===== src/rtl/sdist_pkg.sv =====
package sdist_pkg;

    // Marker bits that travel with every pattern character through the array.
    typedef struct packed {
        logic live;   // slot carries a real pattern character
        logic first;  // character is pattern row 0
        logic last;   // character is the final pattern row
    } ptag_t;

endpackage


===== src/rtl/sdist_feed.sv =====
module sdist_feed #(
    parameter int PLEN_W = 5,
    parameter int TLEN_W = 5
) (
    input  logic                    clk,
    input  logic                    rst_n,
    input  logic                    clr,
    input  logic                    adv,
    input  logic [PLEN_W-1:0]       plen_in,
    input  logic [TLEN_W-1:0]       tlen_in,
    output sdist_pkg::ptag_t        head_tag,
    output logic [TLEN_W-1:0]       tlen_q
);
    typedef struct packed {
        logic [PLEN_W-1:0] cnt;
        logic [PLEN_W-1:0] plen;
        logic [TLEN_W-1:0] tlen;
    } feed_t;

    feed_t st_d, st_q;
    logic  live;

    always_comb begin
        st_d = st_q;
        live = (st_q.cnt < st_q.plen);
        if (clr) begin
            st_d.cnt  = '0;
            st_d.plen = plen_in;
            st_d.tlen = tlen_in;
        end else if (adv && live) begin
            st_d.cnt = st_q.cnt + PLEN_W'(1);
        end
    end

    always_ff @(posedge clk or negedge rst_n) begin
        if (!rst_n) st_q <= '0;
        else        st_q <= st_d;
    end

    assign head_tag.live  = live;
    assign head_tag.first = (st_q.cnt == '0);
    assign head_tag.last  = (st_q.cnt == st_q.plen - PLEN_W'(1));
    assign tlen_q         = st_q.tlen;

endmodule


===== src/rtl/sdist_shift.sv =====
module sdist_shift #(
    parameter int N_CELLS = 16,
    parameter int CHAR_W  = 8
) (
    input  logic                                clk,
    input  logic                                rst_n,
    input  logic                                clr,
    input  logic                                adv,
    input  logic [CHAR_W-1:0]                   head_chr,
    input  sdist_pkg::ptag_t                    head_tag,
    output logic [N_CELLS-1:0][CHAR_W-1:0]      cur_chr,
    output sdist_pkg::ptag_t [N_CELLS-1:0]      cur_tag
);
    typedef struct packed {
        logic [CHAR_W-1:0] c;
        sdist_pkg::ptag_t  g;
    } slot_t;

    slot_t [N_CELLS-1:0] sl_d, sl_q;

    always_comb begin
        sl_d = sl_q;
        if (clr) begin
            sl_d = '0;
        end else if (adv) begin
            sl_d[0].c = head_chr;
            sl_d[0].g = head_tag;
            for (int j = 1; j < N_CELLS; j++) begin
                sl_d[j] = sl_q[j-1];
            end
        end
    end

    always_ff @(posedge clk or negedge rst_n) begin
        if (!rst_n) sl_q <= '0;
        else        sl_q <= sl_d;
    end

    for (genvar j = 0; j < N_CELLS; j++) begin : g_out
        assign cur_chr[j] = sl_q[j].c;
        assign cur_tag[j] = sl_q[j].g;
    end

endmodule


===== src/rtl/sdist_cell.sv =====
module sdist_cell #(
    parameter int CHAR_W  = 8,
    parameter int SCORE_W = 8
) (
    input  logic               clk,
    input  logic               rst_n,
    input  logic               clr,
    input  logic               adv,
    input  logic               text_we,
    input  logic [CHAR_W-1:0]  text_in,
    input  logic [CHAR_W-1:0]  cur_chr,
    input  logic               cur_live,
    input  logic               cur_first,
    input  logic [SCORE_W-1:0] left_r,
    output logic [SCORE_W-1:0] r_q
);
    typedef struct packed {
        logic [CHAR_W-1:0]  t;   // stored text character
        logic [SCORE_W-1:0] b;   // left neighbour result from the previous step
        logic [SCORE_W-1:0] r;   // own result
    } cell_t;

    cell_t st_d, st_q;
    logic [SCORE_W-1:0] up_v, dg_v, m_v;
    logic               miss;

    function automatic logic [SCORE_W-1:0] min3(input logic [SCORE_W-1:0] a,
                                                input logic [SCORE_W-1:0] b,
                                                input logic [SCORE_W-1:0] c);
        logic [SCORE_W-1:0] t;
        t = (a < b) ? a : b;
        return (t < c) ? t : c;
    endfunction

    always_comb begin
        st_d = st_q;
        up_v = cur_first ? '0 : st_q.r;
        dg_v = cur_first ? '0 : st_q.b;
        m_v  = min3(left_r, up_v, dg_v);
        miss = (cur_chr != st_q.t);
        if (text_we) st_d.t = text_in;
        if (clr) begin
            st_d.b = '0;
            st_d.r = '0;
        end else if (adv) begin
            st_d.b = left_r;
            if (cur_live) begin
                if (miss && (m_v == '1)) st_d.r = m_v;
                else                     st_d.r = m_v + SCORE_W'(miss);
            end
        end
    end

    always_ff @(posedge clk or negedge rst_n) begin
        if (!rst_n) st_q <= '0;
        else        st_q <= st_d;
    end

    assign r_q = st_q.r;

endmodule


===== src/rtl/sdist_pick.sv =====
module sdist_pick #(
    parameter int N_CELLS = 16,
    parameter int SCORE_W = 8,
    parameter int IDX_W   = 4,
    parameter int TLEN_W  = 5
) (
    input  logic                              clk,
    input  logic                              rst_n,
    input  logic [N_CELLS-1:0]                fin_vec,
    input  logic [N_CELLS-1:0][SCORE_W-1:0]   r_vec,
    input  logic [TLEN_W-1:0]                 tlen,
    output logic                              dist_valid,
    output logic [IDX_W-1:0]                  dist_idx,
    output logic [SCORE_W-1:0]                dist_val
);
    typedef struct packed {
        logic             v;
        logic [IDX_W-1:0] idx;
    } pick_t;

    pick_t st_d, st_q;

    always_comb begin
        st_d   = st_q;
        st_d.v = 1'b0;
        for (int j = 0; j < N_CELLS; j++) begin
            if (fin_vec[j] && (TLEN_W'(j) < tlen)) begin
                st_d.v   = 1'b1;
                st_d.idx = IDX_W'(j);
            end
        end
    end

    always_ff @(posedge clk or negedge rst_n) begin
        if (!rst_n) st_q <= '0;
        else        st_q <= st_d;
    end

    assign dist_valid = st_q.v;
    assign dist_idx   = st_q.idx;
    assign dist_val   = r_vec[st_q.idx];

endmodule


===== src/rtl/sdist_array.sv =====
module sdist_array #(
    parameter  int N_CELLS = 16,
    parameter  int CHAR_W  = 8,
    parameter  int SCORE_W = 8,
    parameter  int PLEN_W  = 5,
    localparam int IDX_W   = $clog2(N_CELLS),
    localparam int TLEN_W  = $clog2(N_CELLS + 1)
) (
    input  logic               clk,
    input  logic               rst_n,
    input  logic               text_we,
    input  logic [IDX_W-1:0]   text_idx,
    input  logic [CHAR_W-1:0]  text_char,
    input  logic               start,
    input  logic [PLEN_W-1:0]  pat_len,
    input  logic [TLEN_W-1:0]  txt_len,
    input  logic               step,
    input  logic [CHAR_W-1:0]  pat_char,
    output logic               dist_valid,
    output logic [IDX_W-1:0]   dist_idx,
    output logic [SCORE_W-1:0] dist_val
);
    import sdist_pkg::*;

    logic                            adv;
    ptag_t                           head_tag;
    logic [TLEN_W-1:0]               tlen_q;
    logic [N_CELLS-1:0][CHAR_W-1:0]  cur_chr;
    ptag_t [N_CELLS-1:0]             cur_tag;
    logic [N_CELLS-1:0][SCORE_W-1:0] r_vec;
    logic [N_CELLS-1:0]              fin_vec;

    // start has priority: a step in the start cycle is dropped
    assign adv = step & ~start;

    sdist_feed #(.PLEN_W(PLEN_W), .TLEN_W(TLEN_W)) u_feed (
        .clk      (clk),
        .rst_n    (rst_n),
        .clr      (start),
        .adv      (adv),
        .plen_in  (pat_len),
        .tlen_in  (txt_len),
        .head_tag (head_tag),
        .tlen_q   (tlen_q)
    );

    sdist_shift #(.N_CELLS(N_CELLS), .CHAR_W(CHAR_W)) u_shift (
        .clk      (clk),
        .rst_n    (rst_n),
        .clr      (start),
        .adv      (adv),
        .head_chr (pat_char),
        .head_tag (head_tag),
        .cur_chr  (cur_chr),
        .cur_tag  (cur_tag)
    );

    for (genvar j = 0; j < N_CELLS; j++) begin : g_cell
        logic [SCORE_W-1:0] left_r;
        if (j == 0) begin : g_edge
            assign left_r = '1;
        end else begin : g_inner
            assign left_r = r_vec[j-1];
        end

        sdist_cell #(.CHAR_W(CHAR_W), .SCORE_W(SCORE_W)) u_cell (
            .clk       (clk),
            .rst_n     (rst_n),
            .clr       (start),
            .adv       (adv),
            .text_we   (text_we && (text_idx == IDX_W'(j))),
            .text_in   (text_char),
            .cur_chr   (cur_chr[j]),
            .cur_live  (cur_tag[j].live),
            .cur_first (cur_tag[j].first),
            .left_r    (left_r),
            .r_q       (r_vec[j])
        );

        assign fin_vec[j] = adv & cur_tag[j].live & cur_tag[j].last;
    end

    sdist_pick #(.N_CELLS(N_CELLS), .SCORE_W(SCORE_W), .IDX_W(IDX_W), .TLEN_W(TLEN_W)) u_pick (
        .clk        (clk),
        .rst_n      (rst_n),
        .fin_vec    (fin_vec),
        .r_vec      (r_vec),
        .tlen       (tlen_q),
        .dist_valid (dist_valid),
        .dist_idx   (dist_idx),
        .dist_val   (dist_val)
    );

endmodule


===== config.mk =====
export PLATFORM = sky130hd
export DESIGN_NAME = sdist_array
export DESIGN_NICKNAME = d
export VERILOG_FILES = /design/src/rtl/sdist_pkg.sv /design/src/rtl/sdist_feed.sv /design/src/rtl/sdist_shift.sv /design/src/rtl/sdist_cell.sv /design/src/rtl/sdist_pick.sv /design/src/rtl/sdist_array.sv
export SDC_FILE = /design/constraint.sdc
export NUM_CORES = 2
export LEC_CHECK = 0
export BUFFER_PORTS_ARGS = -buffer_cell sky130_fd_sc_hd__buf_4
export CORE_MARGIN = 5
export CORE_UTILIZATION = 55
export CTS_CLUSTER_SIZE = 40
export DETAILED_ROUTE_END_ITERATION = 10
export PLACE_DENSITY = 0.76
export SKIP_LAST_GASP = 1
export SLEW_MARGIN = 40
export SYNTH_ARGS = -nofsm -noshare
export SYNTH_HDL_FRONTEND = slang
export SYNTH_SLANG_ARGS = --single-unit

===== constraint.sdc =====
create_clock -name clk -period 11.1 [get_ports clk]
set_clock_uncertainty 0.1 [all_clocks]
set_input_delay 2.22 -clock clk [delete_from_list [all_inputs] [get_ports clk]]
set_output_delay 2.22 -clock clk [all_outputs]
set_load 0.02 [all_outputs]

### Word level (Yosys, flattened, before mapping)

Index checks and enable logic that the tools add are counted.

* add/subtract/negate cells: 18
* magnitude comparators: 50
* equality and inequality tests: 48
* mux-type cells: 150
* bitwise operators: 34
* reduce and logical (&&, ||, !) cells: 86

Operators by type and width (count)
* $mux W8: 97
* $mux W16: 32
* $mux W176: 2
* $lt A8 B8 Y1: 31
* $add A8 B1 Y8: 16
* $eq A8 B8 Y1 const B: 16
* $ne A8 B8 Y1: 16
* $mux W5: 18
* $logic_and A1 B1 Y1: 49
* $lt A4 B5 Y1 const A: 8
* $reduce_bool A2 Y1: 18
* $and A1 B1 Y1: 33
* $bmux W8 S4: 1
* $eq A4 B4 Y1 const B: 8
* $reduce_and A2 Y1: 16
* $lt A3 B5 Y1 const A: 4
* $eq A4 B3 Y1 const B: 4
* $reduce_bool A16 Y1: 1
* $lt A1 B5 Y1 const A: 2
* $lt A2 B5 Y1 const A: 2
* $eq A4 B2 Y1 const B: 2
* $lt A8 B8 Y1 const A: 1
* $add A5 B1 Y5 const B: 1
* $eq A5 B5 Y1: 1
* 7 further kinds: 7

* flip-flop bits (word level): 580
* output and inout bits: 13

### Longest topological paths before layout

* depth in word-level cells: 21
* depth in mapped cells: 28
* gate-level depth less buffers: 25

### Modules after synthesis

From an unflattened synthesis, not the netlist that was laid out.

* cell total of the unflattened synthesis: 4631
* area total of the unflattened synthesis: 43439.2 um^2

Modules (own cells, without submodules)
* sdist_cell (g_cell[11].u_cell ...): times used 11, cells an instance 237, area an instance 2078.2 um^2, sequential area each 600.6 um^2
* sdist_shift: times used 1, cells an instance 568, area an instance 7191.9 um^2, sequential area each 4404.2 um^2
* sdist_cell (g_cell[0].u_cell ...): times used 2, cells an instance 233, area an instance 2034.5 um^2, sequential area each 600.6 um^2
* sdist_cell (g_cell[7].u_cell): times used 1, cells an instance 252, area an instance 2202.1 um^2, sequential area each 600.6 um^2
* sdist_cell (g_cell[6].u_cell): times used 1, cells an instance 248, area an instance 2148.3 um^2, sequential area each 600.6 um^2
* sdist_cell (g_cell[1].u_cell): times used 1, cells an instance 220, area an instance 2078.2 um^2, sequential area each 600.6 um^2
* sdist_pick: times used 1, cells an instance 137, area an instance 1726.7 um^2, sequential area each 125.1 um^2
* sdist_feed: times used 1, cells an instance 91, area an instance 927.1 um^2, sequential area each 375.4 um^2
* sdist_array: times used 1, cells an instance 42, area an instance 235.2 um^2, sequential area each 0.0 um^2

### Least setup slack after synthesis

OpenSTA, ideal clock, no wires.

* path kind: flip-flop to flip-flop
* from: register u_shift.sl_q, in the netlist u_shift.cur_tag[28]
* to: register g_cell[9].u_cell.st_q, in the netlist g_cell[9].u_cell.r_q[4]
* arrival time: 5463 ps
* required time: 10865 ps
* slack: 5402 ps
* cell stages (with the launch flop): 27
* clock period less this slack: 5698 ps
* cell sequence: dfrtp_1 > clkinv_1 > clkbuf_1 > nand2_1 > ha_1 > a21o_1 > a21o_1 > a21oi_1 > o21a_1 > buf_2 > clkbuf_1 > o21ai_0 > ha_1 > or4b_1 > a211o_1 > a211oi_1 > o211a_1 > a211oi_2 > clkbuf_1 > nor3_1 > a21oi_1 > o21ai_0 > ha_1 > ha_1 > o211ai_1 > a2111oi_0 > o31ai_1

* longest elaborated chain between the ends: 11
* elaborated cells on any way between the ends: 13
* those cells by class: add/sub (1); order compare (2); eq/ne (1); mux (8); reduce/logical (1)

Ends and longest elaborated chain
* start: declaration: line sdist_shift.sv:19 `slot_t [N_CELLS-1:0] sl_d, sl_q;`
* start signal: assignment: line sdist_shift.sv:36 `else sl_q <= sl_d;`
* $mux W8: line sdist_cell.sv:37 `up_v = cur_first ? '0 : st_q.r;`
* $lt A8 B8 Y1: line sdist_cell.sv:31 `t = (a < b) ? a : b;`
* $mux W8: line sdist_cell.sv:31
* $lt A8 B8 Y1: line sdist_cell.sv:32 `return (t < c) ? t : c;`
* $mux W8 *: line sdist_cell.sv:32
* branches (longest 2 deep; another with $add A8 B1 Y8)
* $mux W8 *: line sdist_cell.sv:48 `if (miss && (m_v == '1)) st_d.r = m_v;`
* $mux W8 *: line sdist_cell.sv:47 `if (cur_live) begin`
* $mux W16 *: line sdist_cell.sv:45 `end else if (adv) begin`
* $mux W16 *: line sdist_cell.sv:42 `if (clr) begin`
* end signal: assignment: line sdist_cell.sv:56 `else st_q <= st_d;`
* end: declaration: line sdist_cell.sv:23 `cell_t st_d, st_q;`

Every way passes the cells marked *. The select of a mux whose other input is x is not followed.
A chain may end at the register's enable or synchronous reset.

### Final worst setup path

Same ends and word-level chain as after synthesis.

==> results.toml <==
[sta]
timing.final.crit_share_pct = 59.1
fmax_mhz = 152
grt_setup_unrepaired = "no"
setup_viol = 0
drv_slew = 0
finalHoldViolations = 0
setup_tns_ns = 0
slew-limit-headroom_pct = 43.2
fin_hold_ws_ns = 0.415
layout_min_cycle_time_ns = 6.56
tightest_slew_ns = 0.849

[cts]
clock_tree.buffer_depth = 3
clock_sinks = 573
cts_tree = "done"
cts_resized = 0
root_buffer = "clkbuf_16"
cts_setup_buffers = 0
clk_latency_ns = 0.63
ctsHoldBuffers = 0
clkTransAtPathRegs_ns = 0.06
cts_inserted_buffers = 67
cts_max_level = 3

[die]
die_h_um = 281
fp.dieW_um = 281
start_util_pct = 55.4
rows = 99
core_area_mm2 = 0.0728
io_pins = 48
design.die.area_mm2 = 0.0788

[drt]
drt_first_pass_iters = 5
wl_um = 109000
vias_per_cell = 6.29
dr.first_iter.drc_count = 2690
vias = 33000
ant_nets = 0
drc = 0
wire_per_inst_um = 20.7

[grt]
antenna_found_initial = 0
grt_pass1_vias = 32100
grt_overflow = 0
grt_pass1_wl_um = 177000
grt_util_all_layers_pct = 27.2
grt_max_degree = 148

[layout]
syn_to_final_growth_pct = 8.87
finish.net_count = 4531
drive_gt1_share_pct = 11.5

[run]
max_cap_violations = 0

[worst_setup_path]
critPathArrivalTime_ns = 6.92
cp_data_required_time_ns = 11.46
critPathMaxFanout = 18
cp-start-kind = "flop"
crit_path_end_kind = "flop"
crit_type = "reg2reg"

[yosys]
ys_warn_count = 0
yosysUniqueCellTypes = 110
ys_seq_area_share_pct = 35.6
syn_area_mm2 = 0.0403
synth-seq-cells = 573
async_flop_share_pct = 100
syn_avg_cell_area_um2 = 9.41
syn-num-nets = 4578
synth-main-ff-cell = "dfrtp_1"
synth-edff-count = 0
syn_inst = 4286

[place]
gp_congestion = 0.940
io_buffers = 47
dp.final_hpwl_um = 77500

[worst_hold_path]
hp-class = "reg2reg"

[power]
power-per-cell-area_mw_per_mm2 = 116
ir_drop_v = 0.000156
leakage_uw = 0.0200

[outcome]
outcome = "finished, final reports clean"
==> worst max-delay path, cell delays in order, from the launching register on <==
cell	delay, ns
dfrtp_1	0.50
clkinv_1	0.49
nand2_1	0.23
ha_1	0.27
a21o_1	0.16
a21o_1	0.16
a21oi_1	0.36
o21a_1	0.57
o21ai_0	0.22
ha_1	0.25
or4b_1	0.49
a211o_1	0.30
a211oi_1	0.28
o211a_1	0.23
a211oi_2	0.09
nor3_1	0.20
a21oi_1	0.06
o21ai_0	0.21
ha_1	0.22
ha_1	0.17
o211ai_1	0.17
a2111oi_0	0.52
o31ai_1	0.15
==> metrics by stage <==
step	cells	setup slack [ns]	area (µm²)	utilization, %	total power [µW]
after detailed placement	5124	4.61	41400	56.9	2820
final	5248	4.54	43900	60.3	5090
after global routing	5247	3.81	43900	60.3	5280
after floorplan	4286	5.40	40300	-	2650
after global placement	5121	4.90	41400	56.8	2790
after CTS	5242	4.60	43800	60.1	5140
==> synthesized netlist by cell type, types with 18 or more instances <==
cell / number / area (µm²)
xnor2_1: 54 / 473
and4_1: 18 / 158
mux2_2: 189 / 2130
a31oi_1: 25 / 156
inv_1: 138 / 518
o31ai_1: 34 / 255
mux2i_1: 383 / 3830
ha_1: 257 / 3220
or3_1: 25 / 156
nand2b_1: 159 / 995
nor3_1: 58 / 290
o21a_1: 43 / 323
o211ai_1: 46 / 345
o21ai_0: 207 / 1040
nor2b_1: 59 / 369
a211oi_1: 29 / 218
or4_1: 19 / 143
and3_1: 21 / 131
buf_2: 23 / 115
a21o_1: 82 / 616
xor2_1: 103 / 902
nand2_1: 387 / 1450
nor2_1: 460 / 1730
buf_1: 39 / 146
a21oi_1: 163 / 816
clkbuf_1: 126 / 473
nor4_1: 36 / 225
and2_1: 24 / 150
mux4_2: 40 / 901
nand3_1: 91 / 455
nand4_1: 63 / 394
dfrtp_1: 573 / 14300
==> final cells by class <==
class	count	area (µm²)
multi-input combinational	3377	24700
tap	959	1200
clock inverter	23	360
timing repair buffer	80	748
inverter	140	526
fill	6120	28900
antenna	1	2.50
clock buffer	95	1970
sequential	573	14300
==> report_power, final <==
part / switching (µW) / internal (µW)
Combinational: 259 / 222
Sequential: 96.4 / 2210
Clock: 953 / 1350
==> cell usage in the layout, fill, tap and decap left out, types with 15 or more instances in the layout <==
cell / synthesis / final
buf_4: 5 / 60
mux2i_1: 383 / 382
and2_1: 24 / 24
or3_1: 25 / 25
o21a_1: 43 / 43
dfrtp_1: 573 / 572
nand3_1: 91 / 91
a31oi_1: 25 / 25
nand2_1: 387 / 387
xor2_1: 103 / 103
or4_1: 19 / 19
nand4_1: 63 / 63
a211oi_1: 29 / 25
clkbuf_8: 0 / 17
inv_1: 138 / 138
and4_1: 18 / 18
nor4_1: 36 / 36
and3_1: 21 / 21
or2_2: 17 / 17
mux4_2: 40 / 40
o21ai_1: 17 / 17
nor3_1: 58 / 58
xnor2_1: 54 / 54
o31ai_1: 34 / 34
o21ai_0: 207 / 207
o2111ai_1: 15 / 15
clkbuf_16: 0 / 68
nand2b_1: 159 / 159
o211ai_1: 46 / 46
nor2_1: 460 / 459
ha_1: 257 / 257
nor2b_1: 59 / 57
a21oi_1: 163 / 163
mux2_2: 189 / 189
a21o_1: 82 / 82
==> cells by family after synthesis <==
| logic type | synth area share (%) |
|---|---|
| fa+ha+maj | 7.98 |
| simple gates | 18.1 |
| flops | 35.6 |
| buf+inv | 3.26 |
| mux | 17.2 |
| xor+xnor | 3.41 |
| compound gates | 14.4 |
==> routing by layer <==
layer | vias to the layer above | share of wire [%] | wire length (µm) | global-route usage (%)
met5 | - | 0 | 0 | 0
met4 | 0 | 3.4 | 3650 | 8.93
met3 | 227 | 6.2 | 6770 | 3.75
met2 | 1080 | 45 | 48800 | 42.3
met1 | 16200 | 45 | 49400 | 39.6
li1 | 15500 | - | - | -
==> sequential cells by signal (all words and copies together) (netlist names) <==
name                count
g_cell.u_cell.r_q     128
g_cell.u_cell.st_q    249
u_feed.st_q            10
u_feed.tlen_q           5
u_pick.dist_idx         4
u_pick.dist_valid       1
u_shift.cur_chr       128
u_shift.cur_tag        48
==> worst paths after layout <==
path | startpoint | endpoint | slack (ns) | depth (start not counted)
worst min register to register | g_cell[1].u_cell.st_q[9] | g_cell[1].u_cell.st_q[9] | 0.42 | 2
worst max register to register | u_shift.cur_tag[28] | g_cell[9].u_cell.r_q[4] | 4.54 | 22
max in group asynchronous | rst_n | u_shift.cur_chr[101] | 8.15 | 4
worst max-delay path | u_shift.cur_tag[28] | g_cell[9].u_cell.r_q[4] | 4.54 | 22
min in group asynchronous | rst_n | g_cell[0].u_cell.r_q[2] | 1.34 | 1
worst min-delay path | g_cell[1].u_cell.st_q[9] | g_cell[1].u_cell.st_q[9] | 0.42 | 2
(Power assumes the default switching activity.)
